`src/rtl/pfd_pkg.sv`:
```
package pfd_pkg;

  // Lane indices for the two compared inputs
  localparam int unsigned LANE_REF = 0;
  localparam int unsigned LANE_FB  = 1;
  localparam int unsigned N_LANES  = 2;

  // Pending pump requests
  typedef struct packed {
    logic up;
    logic dn;
  } pump_req_t;

endpackage

```
`src/rtl/pfd_rst_sync.sv`:
```
module pfd_rst_sync #(
  parameter int unsigned STAGES = 2
) (
  input  logic clk,
  input  logic arst_n,
  output logic rst_n_o
);

  logic [STAGES-1:0] chain_q;
  logic [STAGES-1:0] chain_d;

  generate
    if (STAGES == 1) begin : g_one
      always_comb chain_d = 1'b1;
    end else begin : g_many
      always_comb chain_d = {chain_q[STAGES-2:0], 1'b1};
    end
  endgenerate

  always_ff @(posedge clk or negedge arst_n) begin
    if (!arst_n) chain_q <= '0;
    else         chain_q <= chain_d;
  end

  assign rst_n_o = chain_q[STAGES-1];

endmodule

```
`src/rtl/pfd_fall_det.sv`:
```
module pfd_fall_det #(
  parameter int unsigned SYNC_STAGES = 2
) (
  input  logic clk,
  input  logic rst_n,
  input  logic din,
  output logic fall
);

  logic cur;
  logic prev_q;

  generate
    if (SYNC_STAGES == 0) begin : g_nosync
      assign cur = din;
    end else begin : g_sync
      logic [SYNC_STAGES-1:0] sync_q;
      logic [SYNC_STAGES-1:0] sync_d;
      if (SYNC_STAGES == 1) begin : g_s1
        always_comb sync_d = din;
      end else begin : g_sn
        always_comb sync_d = {sync_q[SYNC_STAGES-2:0], din};
      end
      always_ff @(posedge clk or negedge rst_n) begin
        if (!rst_n) sync_q <= '0;
        else        sync_q <= sync_d;
      end
      assign cur = sync_q[SYNC_STAGES-1];
    end
  endgenerate

  always_ff @(posedge clk or negedge rst_n) begin
    if (!rst_n) prev_q <= 1'b0;
    else        prev_q <= cur;
  end

  assign fall = prev_q & ~cur;

endmodule

```
`src/rtl/pfd_clr_timer.sv`:
```
module pfd_clr_timer #(
  parameter int unsigned DLY_W = 4
) (
  input  logic             clk,
  input  logic             rst_n,
  input  logic             both,
  input  logic [DLY_W-1:0] cfg,
  output logic             clr
);

  logic [DLY_W-1:0] cnt_q;
  logic [DLY_W-1:0] cnt_d;
  logic [DLY_W-1:0] last_idx;
  logic             cnt_en;

  // Zero is taken as a one-cycle delay
  always_comb begin
    if (cfg == '0) last_idx = '0;
    else           last_idx = cfg - 1'b1;
  end

  always_comb begin
    clr    = both && (cnt_q == last_idx);
    cnt_en = both || (cnt_q != '0);
    if (!both || clr) cnt_d = '0;
    else              cnt_d = cnt_q + 1'b1;
  end

  always_ff @(posedge clk or negedge rst_n) begin
    if (!rst_n)      cnt_q <= '0;
    else if (cnt_en) cnt_q <= cnt_d;
  end

endmodule

```
`src/rtl/pfd_drive.sv`:
```
module pfd_drive
  import pfd_pkg::*;
(
  input  logic clk,
  input  logic rst_n,
  input  logic fall_ref,
  input  logic fall_fb,
  input  logic clr,
  output logic up,
  output logic up_n,
  output logic dn,
  output logic dn_n,
  output logic both
);

  pump_req_t req_q;
  pump_req_t req_d;
  logic      up_n_q;
  logic      dn_n_q;
  logic      upd_en;

  // Clear first, then a fresh edge sets again; an already-set flag absorbs edges
  always_comb begin
    req_d = req_q;
    if (clr)      req_d = '0;
    if (fall_ref) req_d.up = 1'b1;
    if (fall_fb)  req_d.dn = 1'b1;
    upd_en = clr | fall_ref | fall_fb;
  end

  always_ff @(posedge clk or negedge rst_n) begin
    if (!rst_n) begin
      req_q  <= '0;
      up_n_q <= 1'b1;
      dn_n_q <= 1'b1;
    end else if (upd_en) begin
      req_q  <= req_d;
      up_n_q <= ~req_d.up;
      dn_n_q <= ~req_d.dn;
    end
  end

  assign up   = req_q.up;
  assign dn   = req_q.dn;
  assign up_n = up_n_q;
  assign dn_n = dn_n_q;
  assign both = req_q.up & req_q.dn;

endmodule

```
`src/rtl/pfd_fall3.sv`:
```
module pfd_fall3
  import pfd_pkg::*;
#(
  parameter int unsigned DLY_W       = 4,
  parameter int unsigned SYNC_STAGES = 2,
  parameter int unsigned RST_STAGES  = 2
) (
  input  logic             clk,
  input  logic             arst_n,
  input  logic             ref_in,
  input  logic             fb_in,
  input  logic [DLY_W-1:0] dly_cfg,
  output logic             up,
  output logic             up_n,
  output logic             dn,
  output logic             dn_n
);

  logic               rst_n;
  logic [N_LANES-1:0] lane_in;
  logic [N_LANES-1:0] lane_fall;
  logic               both;
  logic               clr;

  assign lane_in[LANE_REF] = ref_in;
  assign lane_in[LANE_FB]  = fb_in;

  pfd_rst_sync #(.STAGES(RST_STAGES)) u_rst (
    .clk     (clk),
    .arst_n  (arst_n),
    .rst_n_o (rst_n)
  );

  generate
    for (genvar g = 0; g < N_LANES; g++) begin : g_lane
      pfd_fall_det #(.SYNC_STAGES(SYNC_STAGES)) u_det (
        .clk   (clk),
        .rst_n (rst_n),
        .din   (lane_in[g]),
        .fall  (lane_fall[g])
      );
    end
  endgenerate

  pfd_clr_timer #(.DLY_W(DLY_W)) u_tmr (
    .clk   (clk),
    .rst_n (rst_n),
    .both  (both),
    .cfg   (dly_cfg),
    .clr   (clr)
  );

  pfd_drive u_drv (
    .clk      (clk),
    .rst_n    (rst_n),
    .fall_ref (lane_fall[LANE_REF]),
    .fall_fb  (lane_fall[LANE_FB]),
    .clr      (clr),
    .up       (up),
    .up_n     (up_n),
    .dn       (dn),
    .dn_n     (dn_n),
    .both     (both)
  );

endmodule

```
`config.mk`:
```
export PLATFORM = sky130hd
export DESIGN_NAME = pfd_fall3
export DESIGN_NICKNAME = d
export VERILOG_FILES = /design/src/rtl/pfd_pkg.sv /design/src/rtl/pfd_rst_sync.sv /design/src/rtl/pfd_fall_det.sv /design/src/rtl/pfd_clr_timer.sv /design/src/rtl/pfd_drive.sv /design/src/rtl/pfd_fall3.sv
export SDC_FILE = /design/constraint.sdc
export NUM_CORES = 1
export LEC_CHECK = 0
export ABC_AREA = 1
export ABC_CLOCK_PERIOD_IN_PS = 800
export BUFFER_PORTS_ARGS = -buffer_cell sky130_fd_sc_hd__buf_4
export CAP_MARGIN = 0
export CORE_MARGIN = 5
export CORE_UTILIZATION = 50
export CTS_BUF_LIST = sky130_fd_sc_hd__clkbuf_16
export DETAILED_ROUTE_END_ITERATION = 6
export PLACE_DENSITY = 0.72
export SLEW_MARGIN = 40
export SYNTH_ARGS = -nofsm -noshare
export SYNTH_HDL_FRONTEND = slang
export SYNTH_SLANG_ARGS = --single-unit
```
`constraint.sdc`:
```
create_clock -name clk -period 0.8 [get_ports clk]
set_clock_uncertainty 0.05 [all_clocks]
set_input_delay 0 -clock clk [delete_from_list [all_inputs] [get_ports clk]]
set_output_delay 0 -clock clk [all_outputs]
set_load 0.05 [all_outputs]
```
==> Word-level counts from Yosys, hierarchy flattened <==
Index checks and enable logic that the tools add are counted.
Widths: inputs -> output; s select.
{ "op_classes": {"n_addsub": 2, "n_eq_ne": 1, "muxes": 5, "bitwise": 9, "n_reduce_logical": 6} }
{ "ops": {"columns": ["op", "count"], "rows": [
  ["$mux 4", 2],
  ["$add 4x1->4 const B", 1],
  ["$eq 4x4->1", 1],
  ["$logic_not 4->1", 1],
  ["$not 1->1", 4],
  ["$reduce_bool 4->1", 1],
  ["$sub 4x1->4 const B", 1],
  ["$and 1x1->1", 3],
  ["$logic_or 1x1->1", 2],
  ["$mux 1", 2],
  ["$mux 2", 1],
  ["$or 1x1->1", 2],
  ["$logic_and 1x1->1", 1],
  ["$logic_not 1->1", 1]
]} }
{ "totals": {"reg_bits": 16, "inputBits": 8, "out_inout_bits": 4, "wordCells": 33} }

==> Depth between registers and ports, before layout <==
Gate-level depths: netlist of run 1.
{ "logic_depth": {"word_depth": 7, "depth_mapped": 12, "ltp_nobuf": 12} }

==> Modules after synthesis <==
From an unflattened synthesis of run 1, not the netlist that was laid out.
{ "unflattened": {"hier_cells": 91, "hier_area_um2": 769.5} }
{ "by_module_without_submodules": {"columns": ["module", "instances", "cells_each", "area_per_inst_um2", "seq_area_each_um2"], "rows": [
  ["pfd_clr_timer", 1, 57, 366.6, 100.1],
  ["pfd_drive", 1, 21, 178.9, 102.6],
  ["pfd_fall_det", 2, 5, 85.1, 75.1],
  ["pfd_rst_sync", 1, 3, 53.8, 50.0]
]} }

==> Worst setup path after synthesis of run 1 <==
OpenSTA, ideal clock, no wires.
{ "synth_path": {"path_type": "reg2reg", "start": "register u_drv.req_q, in the netlist u_drv.up", "end": "register u_drv.up_n_q (netlist: u_drv.up_n)", "setup_ns": 0.061, "t_arrival_ns": 1.222, "t_required_ns": 0.689, "path_slack_ns": -0.533, "path_stages_with_launch": 7, "path_buffers": 0, "period_less_slack_ns": 1.333, "path_cell_list": "dfrtp_1 > nand2_1 > inv_1 > nand3_4 > nand2_2 > nand3_1 > nand2_1"} }
{ "synth_via": {"elab_chain_len": 5, "word_cells_on_any_way": 7, "classes_between": "2 x mux; 4 x bitwise; 1 x reduce/logical"} }
{ "synth_rtl": {"columns": ["element", "line_no", "source"], "rows": [
  ["start: declaration", "pfd_drive.sv:16", "pump_req_t req_q;"],
  ["start signal: assignment", "pfd_drive.sv:37", "req_q <= req_d;"],
  ["$and 1x1->1", "pfd_drive.sv:47", "assign both = req_q.up & req_q.dn;"],
  ["$logic_and 1x1->1", "pfd_clr_timer.sv:23", "clr = both && (cnt_q == last_idx);"],
  ["$mux 2", "pfd_drive.sv:25", "if (clr) req_d = '0;"],
  ["$mux 1", "pfd_drive.sv:26", "if (fall_ref) req_d.up = 1'b1;"],
  ["$not 1->1", "pfd_drive.sv:38", "up_n_q <= ~req_d.up;"],
  ["end signal: assignment", "pfd_drive.sv:38", null],
  ["end: declaration", "pfd_drive.sv:18", "logic up_n_q;"]
]} }
Several ways; a longest one is shown, not always the timed one.
A chain may end at the register's enable or synchronous reset.

==> Final worst setup path of run 1 <==
{ "layout_path": {"start": "register u_tmr.cnt_q[0]", "end": "register u_tmr.cnt_q[1]"} }
{ "layout_via": {"elab_chain_len": 4, "word_cells_on_any_way": 7, "classes_between": "1 x add/sub; 1 x eq/ne; 1 x mux; 4 x reduce/logical"} }
{ "layout_rtl": {"columns": ["element", "line_no", "source"], "rows": [
  ["start: declaration", "pfd_clr_timer.sv:11", "logic [DLY_W-1:0] cnt_q;"],
  ["start signal: assignment", "pfd_clr_timer.sv:31", "else if (cnt_en) cnt_q <= cnt_d;"],
  ["parallel branches: the longest is 4 deep, another holds $add 4x1->4", null, null]
]} }
Several ways; the timed one is not identified.

==> results of run 1 <==
==> per-layer routing <==
| layer | global-route usage | share of wire |
|---|---|---|
| met4 | 0.0404 | 0.0070 |
| met3 | 0.0581 | 0.043 |
| met5 | 0 | 0 |
| met2 | 0.283 | 0.54 |
| met1 | 0.193 | 0.41 |
==> worst paths after layout <==
check,slack [ns],end,cells after the start,from
max reg2reg,-0.39,u_tmr.cnt_q[1],8,u_tmr.cnt_q[0]
max,-0.39,u_tmr.cnt_q[1],8,u_tmr.cnt_q[0]
max in group asynchronous,0.27,u_drv.dn_n,1,u_rst.chain_q[1]
min in group clk,0.29,g_lane[1].u_det.g_sync.sync_q[1],0,g_lane[1].u_det.g_sync.sync_q[0]
min,0.03,u_tmr.cnt_q[2],0,u_rst.chain_q[1]
min reg2reg,0.03,u_tmr.cnt_q[2],0,u_rst.chain_q[1]
==> what timing repair did <==
item / CTS / global route
hold buffers: 3 / 0
setup buffers: 6 / 0
gates resized for setup: 19 / 0
hold endpoints to repair: 4 / 0
setup endpoints to repair: 12 / 12
pin swaps: 11 / 0
==> through the flow <==
step,power (uW),util,setup WS (ns),hold WS [ns]
floorplan,2260,-,-0.305,-0.346
global placement,2770,0.659,-0.374,-0.268
detailed placement,2820,0.659,-0.387,-0.263
CTS,4320,0.813,-0.362,0.0211
global route,4650,0.813,-0.474,0.0468
finish,4380,0.813,-0.386,0.0302
==> state kept, by name, indices dropped and copies added, names as in the netlist <==
| register | cells |
|---|---|
| g_lane.u_det.g_sync.sync_q | 4 |
| u_tmr.cnt_q | 4 |
| g_lane.u_det.prev_q | 2 |
| u_rst.chain_q | 2 |
| u_drv.dn | 1 |
| u_drv.dn_n | 1 |
| u_drv.up | 1 |
| u_drv.up_n | 1 |
==> Yosys cell counts <==
cell / n
nand2_1: 26
dfrtp_1: 14
inv_1: 10
nand3_1: 10
nand2_2: 7
nand4_1: 3
o21ai_0: 3
dfstp_2: 2
ha_1: 2
nor2_1: 2
nor2_4: 2
a21oi_1: 1
conb_1: 1
inv_2: 1
nand3_4: 1
or2_2: 1
xor2_1: 1
==> cell families after synthesis <==
group | count (synthesis)
compound gates | 4
xor+xnor | 1
fa+ha+maj | 2
buf+inv | 11
flops | 16
other cells | 1
simple gates | 52
==> worst register-to-register path, cell delays in order, from the launching register on <==
cell and delay (ns):
dfrtp_1 0.42, inv_2 0.09, nand2_1 0.06, nand2_1 0.05
nand2_1 0.05, inv_2 0.07, nand2_1 0.11, nand3_1 0.09
o21ai_1 0.06
==> layout make-up <==
class / instances / area (um2)
sequential: 16 / 405
multi-input combinational: 60 / 368
timing repair buffer: 30 / 283
fill: 79 / 275
clock buffer: 3 / 75.1
inverter: 11 / 41.3
tap: 16 / 20.0
clock inverter: 1 / 3.75
==> power breakdown <==
part	internal [uW]	switching [uW]	leakage, uW
Combinational	1030	1150	0.000385
Sequential	1040	182	0.000183
Clock	663	318	0.0000385
==> implementation parameters, run 1 <==
Parameter                              Value

Power
  Power per Cell Area    3660 mW/mm2
  Worst VDD drop    2.40 mV
  Leakage    0.000606 uW

GRT
  Global-route wire length before repair    2980 um
  Initial antenna violation count    0
  Aggregate global-route resource usage    0.165
  Aggregate global routing overflow    0
  Via count of the first global-routing pass    647
  Pin count of the biggest net entering global routing    12

Routing
  Drt wl/cell    12.6 um
  Via count    671
  DR iter-0 viols    10
  Pre-Repair DR Iteration Count    4
  Vias per cell    4.90
  Antenna viol nets, final    0
  Number of remaining DRC errors    0
  Final wirelength    1720 um

Yosys
  Post-Synthesis Cells    87
  Netlist area before placement    766 um2
  Synth top area share    0.458
  Top area cells in the synthesized netlist    dfrtp_1 46%, nand2_1 13%, dfstp_2 6.9%
  Sequential element share of the synthesized area    0.526
  Dominant combinational cell family by area after synthesis    simple AND/OR/NAND/NOR gates
  Fraction of the mapped netlist area in adder cells    0.0327
  Area fraction in compound gates after synthesis    0.0261
  Post-synthesis mux area share    0
  Xor and xnor area share after synthesis    0.0114
  Post-synthesis share of cell area spent on and, or, nand and nor gates    0.345
  Warnings from Yosys    0
  Flops & latches, synth    16
  Distinct cell type count of the synthesized netlist    17
  Synthesized area divided by synthesized cell count    8.80 um2
  Net count after synthesis    97
  Post-synth top area cell    dfrtp_1

Setup path
  Maximum fanout along the worst path    4
  CP dominant cell by count    nand2_1
  Worst path cell trace    inv_2, nand2_1, nand2_1, nand2_1, inv_2, nand2_1, nand3_1, o21ai_1
  Buffers & Inverters on Critical Path    2
  Worst setup path category    reg -> reg
  Category of the worst setup path launch point    flop
  Worst path slowest cell    dfrtp_1
  Worst setup EP type    flop
  Cell family with the largest share of critical-path delay    flip-flops
  Required time of the worst setup path    0.88 ns
  Data arrival time of the critical path    1.27 ns
  Worst path max stage delay    0.42 ns

STA
  Post-route fraction of the period consumed by the critical path    1.48
  PnR worst setup slack    -0.386 ns
  Number of slew-limit violations in the final report    0
  Crit path time final    1.19 ns
  Setup violations, final    12
  Maximum clock frequency    0.843 GHz
  Total Negative Setup Slacks    -3.74 ns
  RSZ-0062 raised after global routing    true
  Number of hold-slack violations in the final timing report    0

Placement
  Final weighted congestion in routability-driven placement    0.824
  Cell area after placement    970 um2
  Sum of net half-perimeters after detailed placement    1120 um
  Count of buffers inserted at the top-level ports    11
  Number of placed cells counting well taps    124

Clock tree
  Clock latency on the worst-skew pair    0.25 ns
  TritonCTS Buffers    3
  Clock tree from TritonCTS    yes
  Clock Root Buffer    clkbuf_16
  Number of buffers between clock root and the deepest sink    2
  Total clock sinks    16
  H-tree levels    1
  Clock input transition at the sequential cells of the worst setup and hold paths    0.05 ns

Run
  Max Cap Viol    0

Floorplanning
  Number of primary I/O pins    12
  Horizontal die dimension    49.1 um
  Die height    49.1 um
  Core area    0.00147 mm2
  Initial core utilization    0.520
  Cell row count    14
  Die footprint    0.00241 mm2

Finish
  Fin cells    137
  Final nets    132
  Final design area excluding fillers    0.00120 mm2
  Most common cell after layout, fill and taps aside    nand2_1
  Commonest cells after routing, fill and taps aside    24 x nand2_1, 20 x buf_4, 12 x dfrtp_1, 9 x nand2_2
  Area added between synthesis and finish    56.2%
  Number of diodes    0
  Layout cell share with drive strength beyond 1    0.488

Outcome
  Violations in the final reports    negative setup slack
  Status    finished, violations left

Worst hold path
  Kind of path behind the tightest hold check    reg -> async
Power figures use the tool's default switching activity.
==> inputs of run 2 (changes only) <==
--- a/config.mk
+++ b/config.mk
@@ -9,11 +9,13 @@
 export ABC_CLOCK_PERIOD_IN_PS = 800
 export BUFFER_PORTS_ARGS = -buffer_cell sky130_fd_sc_hd__buf_4
 export CAP_MARGIN = 0
+export CELL_PAD_IN_SITES_DETAIL_PLACEMENT = 1
+export CELL_PAD_IN_SITES_GLOBAL_PLACEMENT = 1
 export CORE_MARGIN = 5
-export CORE_UTILIZATION = 50
+export CORE_UTILIZATION = 40
 export CTS_BUF_LIST = sky130_fd_sc_hd__clkbuf_16
 export DETAILED_ROUTE_END_ITERATION = 6
-export PLACE_DENSITY = 0.72
+export PLACE_DENSITY_LB_ADDON = 0.1
 export SLEW_MARGIN = 40
 export SYNTH_ARGS = -nofsm -noshare
 export SYNTH_HDL_FRONTEND = slang
==> run 2 against run 1 <==
The run still ends with negative setup slack left. Cell count up 8.8%. Global-route usage is 7.9 points higher. Power up 5.1%. Critical endpoint is now u_tmr.cnt_q[0]. Via count grew 11%. Setup slack got worse by 0.20 ns. Sequential share of layout area is 0.80 points lower. First-iteration DRC count stayed put. Count of clock-buffer cells in the layout is the same. Clock power increased by 1%.
==> implementation parameters, run 2 (synthesis gave the netlist of run 1 again) <==
Parameter                              Value

GRT
  Pin count of the biggest net entering global routing    10 (was 12)
  Initial antenna violation count    0 (unchanged)
  Aggregate global routing overflow    0 (unchanged)
  Aggregate global-route resource usage    0.244 (was 0.165)
  Global-route wire length before repair    4770 um (was 2980 um)
  Via count of the first global-routing pass    895 (was 647)

Worst hold path
  Kind of path behind the tightest hold check    in -> async (was reg -> async)

Floorplanning
  Core area    0.00176 mm2 (was 0.00147 mm2)
  Horizontal die dimension    53.8 um (was 49.1 um)
  Die height    53.8 um (was 49.1 um)
  Initial core utilization    0.434 (was 0.520)
  Cell row count    15 (was 14)
  Number of primary I/O pins    12 (unchanged)
  Die footprint    0.00289 mm2 (was 0.00241 mm2)

Finish
  End-of-flow core utilization    0.694 (was 0.813)
  Commonest cells after routing, fill and taps aside    24 x buf_4, 20 x nand2_1, 12 x dfrtp_1, 11 x nand2_2 (was 24 x nand2_1, 20 x buf_4, 12 x dfrtp_1, 9 x nand2_2)
  Most common cell after layout, fill and taps aside    buf_4 (was nand2_1)
  Area added between synthesis and finish    60.0% (was 56.2%)
  Layout cell share with drive strength beyond 1    0.532 (was 0.488)
  Number of diodes    0 (unchanged)
  Biggest registers after layout    g_lane.u_det.g_sync.sync_q x4, u_tmr.cnt_q x4 (unchanged)
  Final nets    135 (was 132)

Setup path
  Depth of the worst register-to-register path    7 (was 8)
  Category of the worst setup path launch point    flop (unchanged)
  CP dominant cell by count    nand3_1 (was nand2_1)
  Worst setup path category    reg -> reg (unchanged)
  Worst path slowest cell    dfrtp_1 (unchanged)
  Worst path cell trace    inv_2, nand3_1, nand2_2, nor2_4, nand2_1, nand3_1, o21ai_0 (was inv_2, nand2_1, nand2_1, nand2_1, inv_2, nand2_1, nand3_1, o21ai_1)
  Worst path max stage delay    0.42 ns (about the same)
  Number of logic stages on the critical path including buffering    7 (was 8)
  Data arrival time of the critical path    1.44 ns (was 1.27 ns)
  Worst setup EP type    flop (unchanged)
  Buffers & Inverters on Critical Path    1 (was 2)
  Required time of the worst setup path    0.85 ns (was 0.88 ns)
  Cell family with the largest share of critical-path delay    simple AND/OR/NAND/NOR gates (was flip-flops)
  Maximum fanout along the worst path    3 (was 4)

Routing
  Pre-Repair DR Iteration Count    4 (unchanged)
  Via count    743 (was 671)
  Drt wl/cell    19.9 um (was 12.6 um)
  Vias per cell    4.99 (was 4.90)
  Final wirelength    2960 um (was 1720 um)
  Number of remaining DRC errors    0 (unchanged)
  Antenna viol nets, final    0 (unchanged)
  DR iter-0 viols    10 (unchanged)

Clock tree
  Clock Root Buffer    clkbuf_16 (unchanged)
  Total clock sinks    16 (unchanged)
  Clock latency on the worst-skew pair    0.25 ns (about the same)
  Clock input transition at the sequential cells of the worst setup and hold paths    0.05 ns (about the same)
  Clock tree from TritonCTS    yes (unchanged)
  H-tree levels    1 (unchanged)
  TritonCTS Buffers    3 (unchanged)
  Number of buffers between clock root and the deepest sink    2 (unchanged)

STA
  Post-route fraction of the period consumed by the critical path    1.74 (was 1.48)
  Crit path time final    1.39 ns (was 1.19 ns)
  Maximum clock frequency    0.720 GHz (was 0.843 GHz)
  RSZ-0062 raised after global routing    true (unchanged)
  Number of hold-slack violations in the final timing report    0 (unchanged)
  Hold slack final    0.0430 ns (was 0.0302 ns)
  Number of slew-limit violations in the final report    0 (unchanged)
  PnR worst setup slack    -0.588 ns (was -0.386 ns)
  Setup violations, final    12 (unchanged)

Placement
  Sum of net half-perimeters after detailed placement    1410 um (was 1120 um)
  Worst Setup Slack post-DPL    -0.457 ns (was -0.387 ns)
  Final weighted congestion in routability-driven placement    0.718 (was 0.824)
  Count of buffers inserted at the top-level ports    11 (unchanged)

Outcome
  Status    finished, violations left (unchanged)
  Violations in the final reports    negative setup slack (unchanged)

Power
  Power per Cell Area    3760 mW/mm2 (was 3660 mW/mm2)
  Worst VDD drop    2.27 mV (was 2.40 mV)
  Leakage    0.000617 uW (was 0.000606 uW)
  Overall power of the completed layout    4610 uW (was 4380 uW)

Run
  Max Cap Viol    0 (unchanged)
run 2: layout make-up:
| type | instances | area, um2 |
|---|---|---|
| fillers | 203 | 539 |
| flip-flops and latches | 16 | 405 |
| multi-input cells | 60 | 375 |
| repair buffers | 33 | 293 |
| clock buffers | 3 | 75.1 |
| inverters | 11 | 41.3 |
| well taps | 25 | 31.3 |
| clock inverters | 1 | 3.75 |
run 2: final timing paths:
path,end,slack [ns],startpoint
min in group clk,g_lane[1].u_det.g_sync.sync_q[1],0.30,g_lane[1].u_det.g_sync.sync_q[0]
setup / recovery,u_tmr.cnt_q[0],-0.59,u_tmr.cnt_q[3]
max in group asynchronous,u_drv.up_n,0.36,u_rst.chain_q[1]
hold reg to reg,u_drv.up,0.12,u_rst.chain_q[1]
hold / removal,u_rst.chain_q[0],0.04,arst_n
setup reg to reg,u_tmr.cnt_q[0],-0.59,u_tmr.cnt_q[3]
run 2: power breakdown:
group / leakage [uW] / internal [uW] / switching, uW
logic: 0.000395 / 1040 / 1350
clock network: 0.0000385 / 664 / 327
registers: 0.000183 / 1040 / 194
run 2: stage by stage:
stage               instance area (um2)  instances  setup TNS (ns)
floorplan                           779         87           -2.26
global placement                    983        135           -3.09
global route                       1220        149           -5.45
finish                             1220        149           -4.94
CTS                                1190        147           -4.13
detailed placement                  983        135           -3.48
run 2: per-layer routing:
metal / global-route usage / up-vias / wire length, um
li1: - / 345 / -
met1: 0.259 / 371 / 1150
met2: 0.427 / 17 / 1590
met3: 0.0720 / 10 / 126
met4: 0.136 / 0 / 89
met5: 0 / - / 0
run 2: timing repair:
action	CTS	global route
hold buffers	3	0
pin swaps	14	12
setup endpoints to repair	12	12
buffers inserted	5	3
endpoints found under the hold margin	4	0
resized for setup	19	5
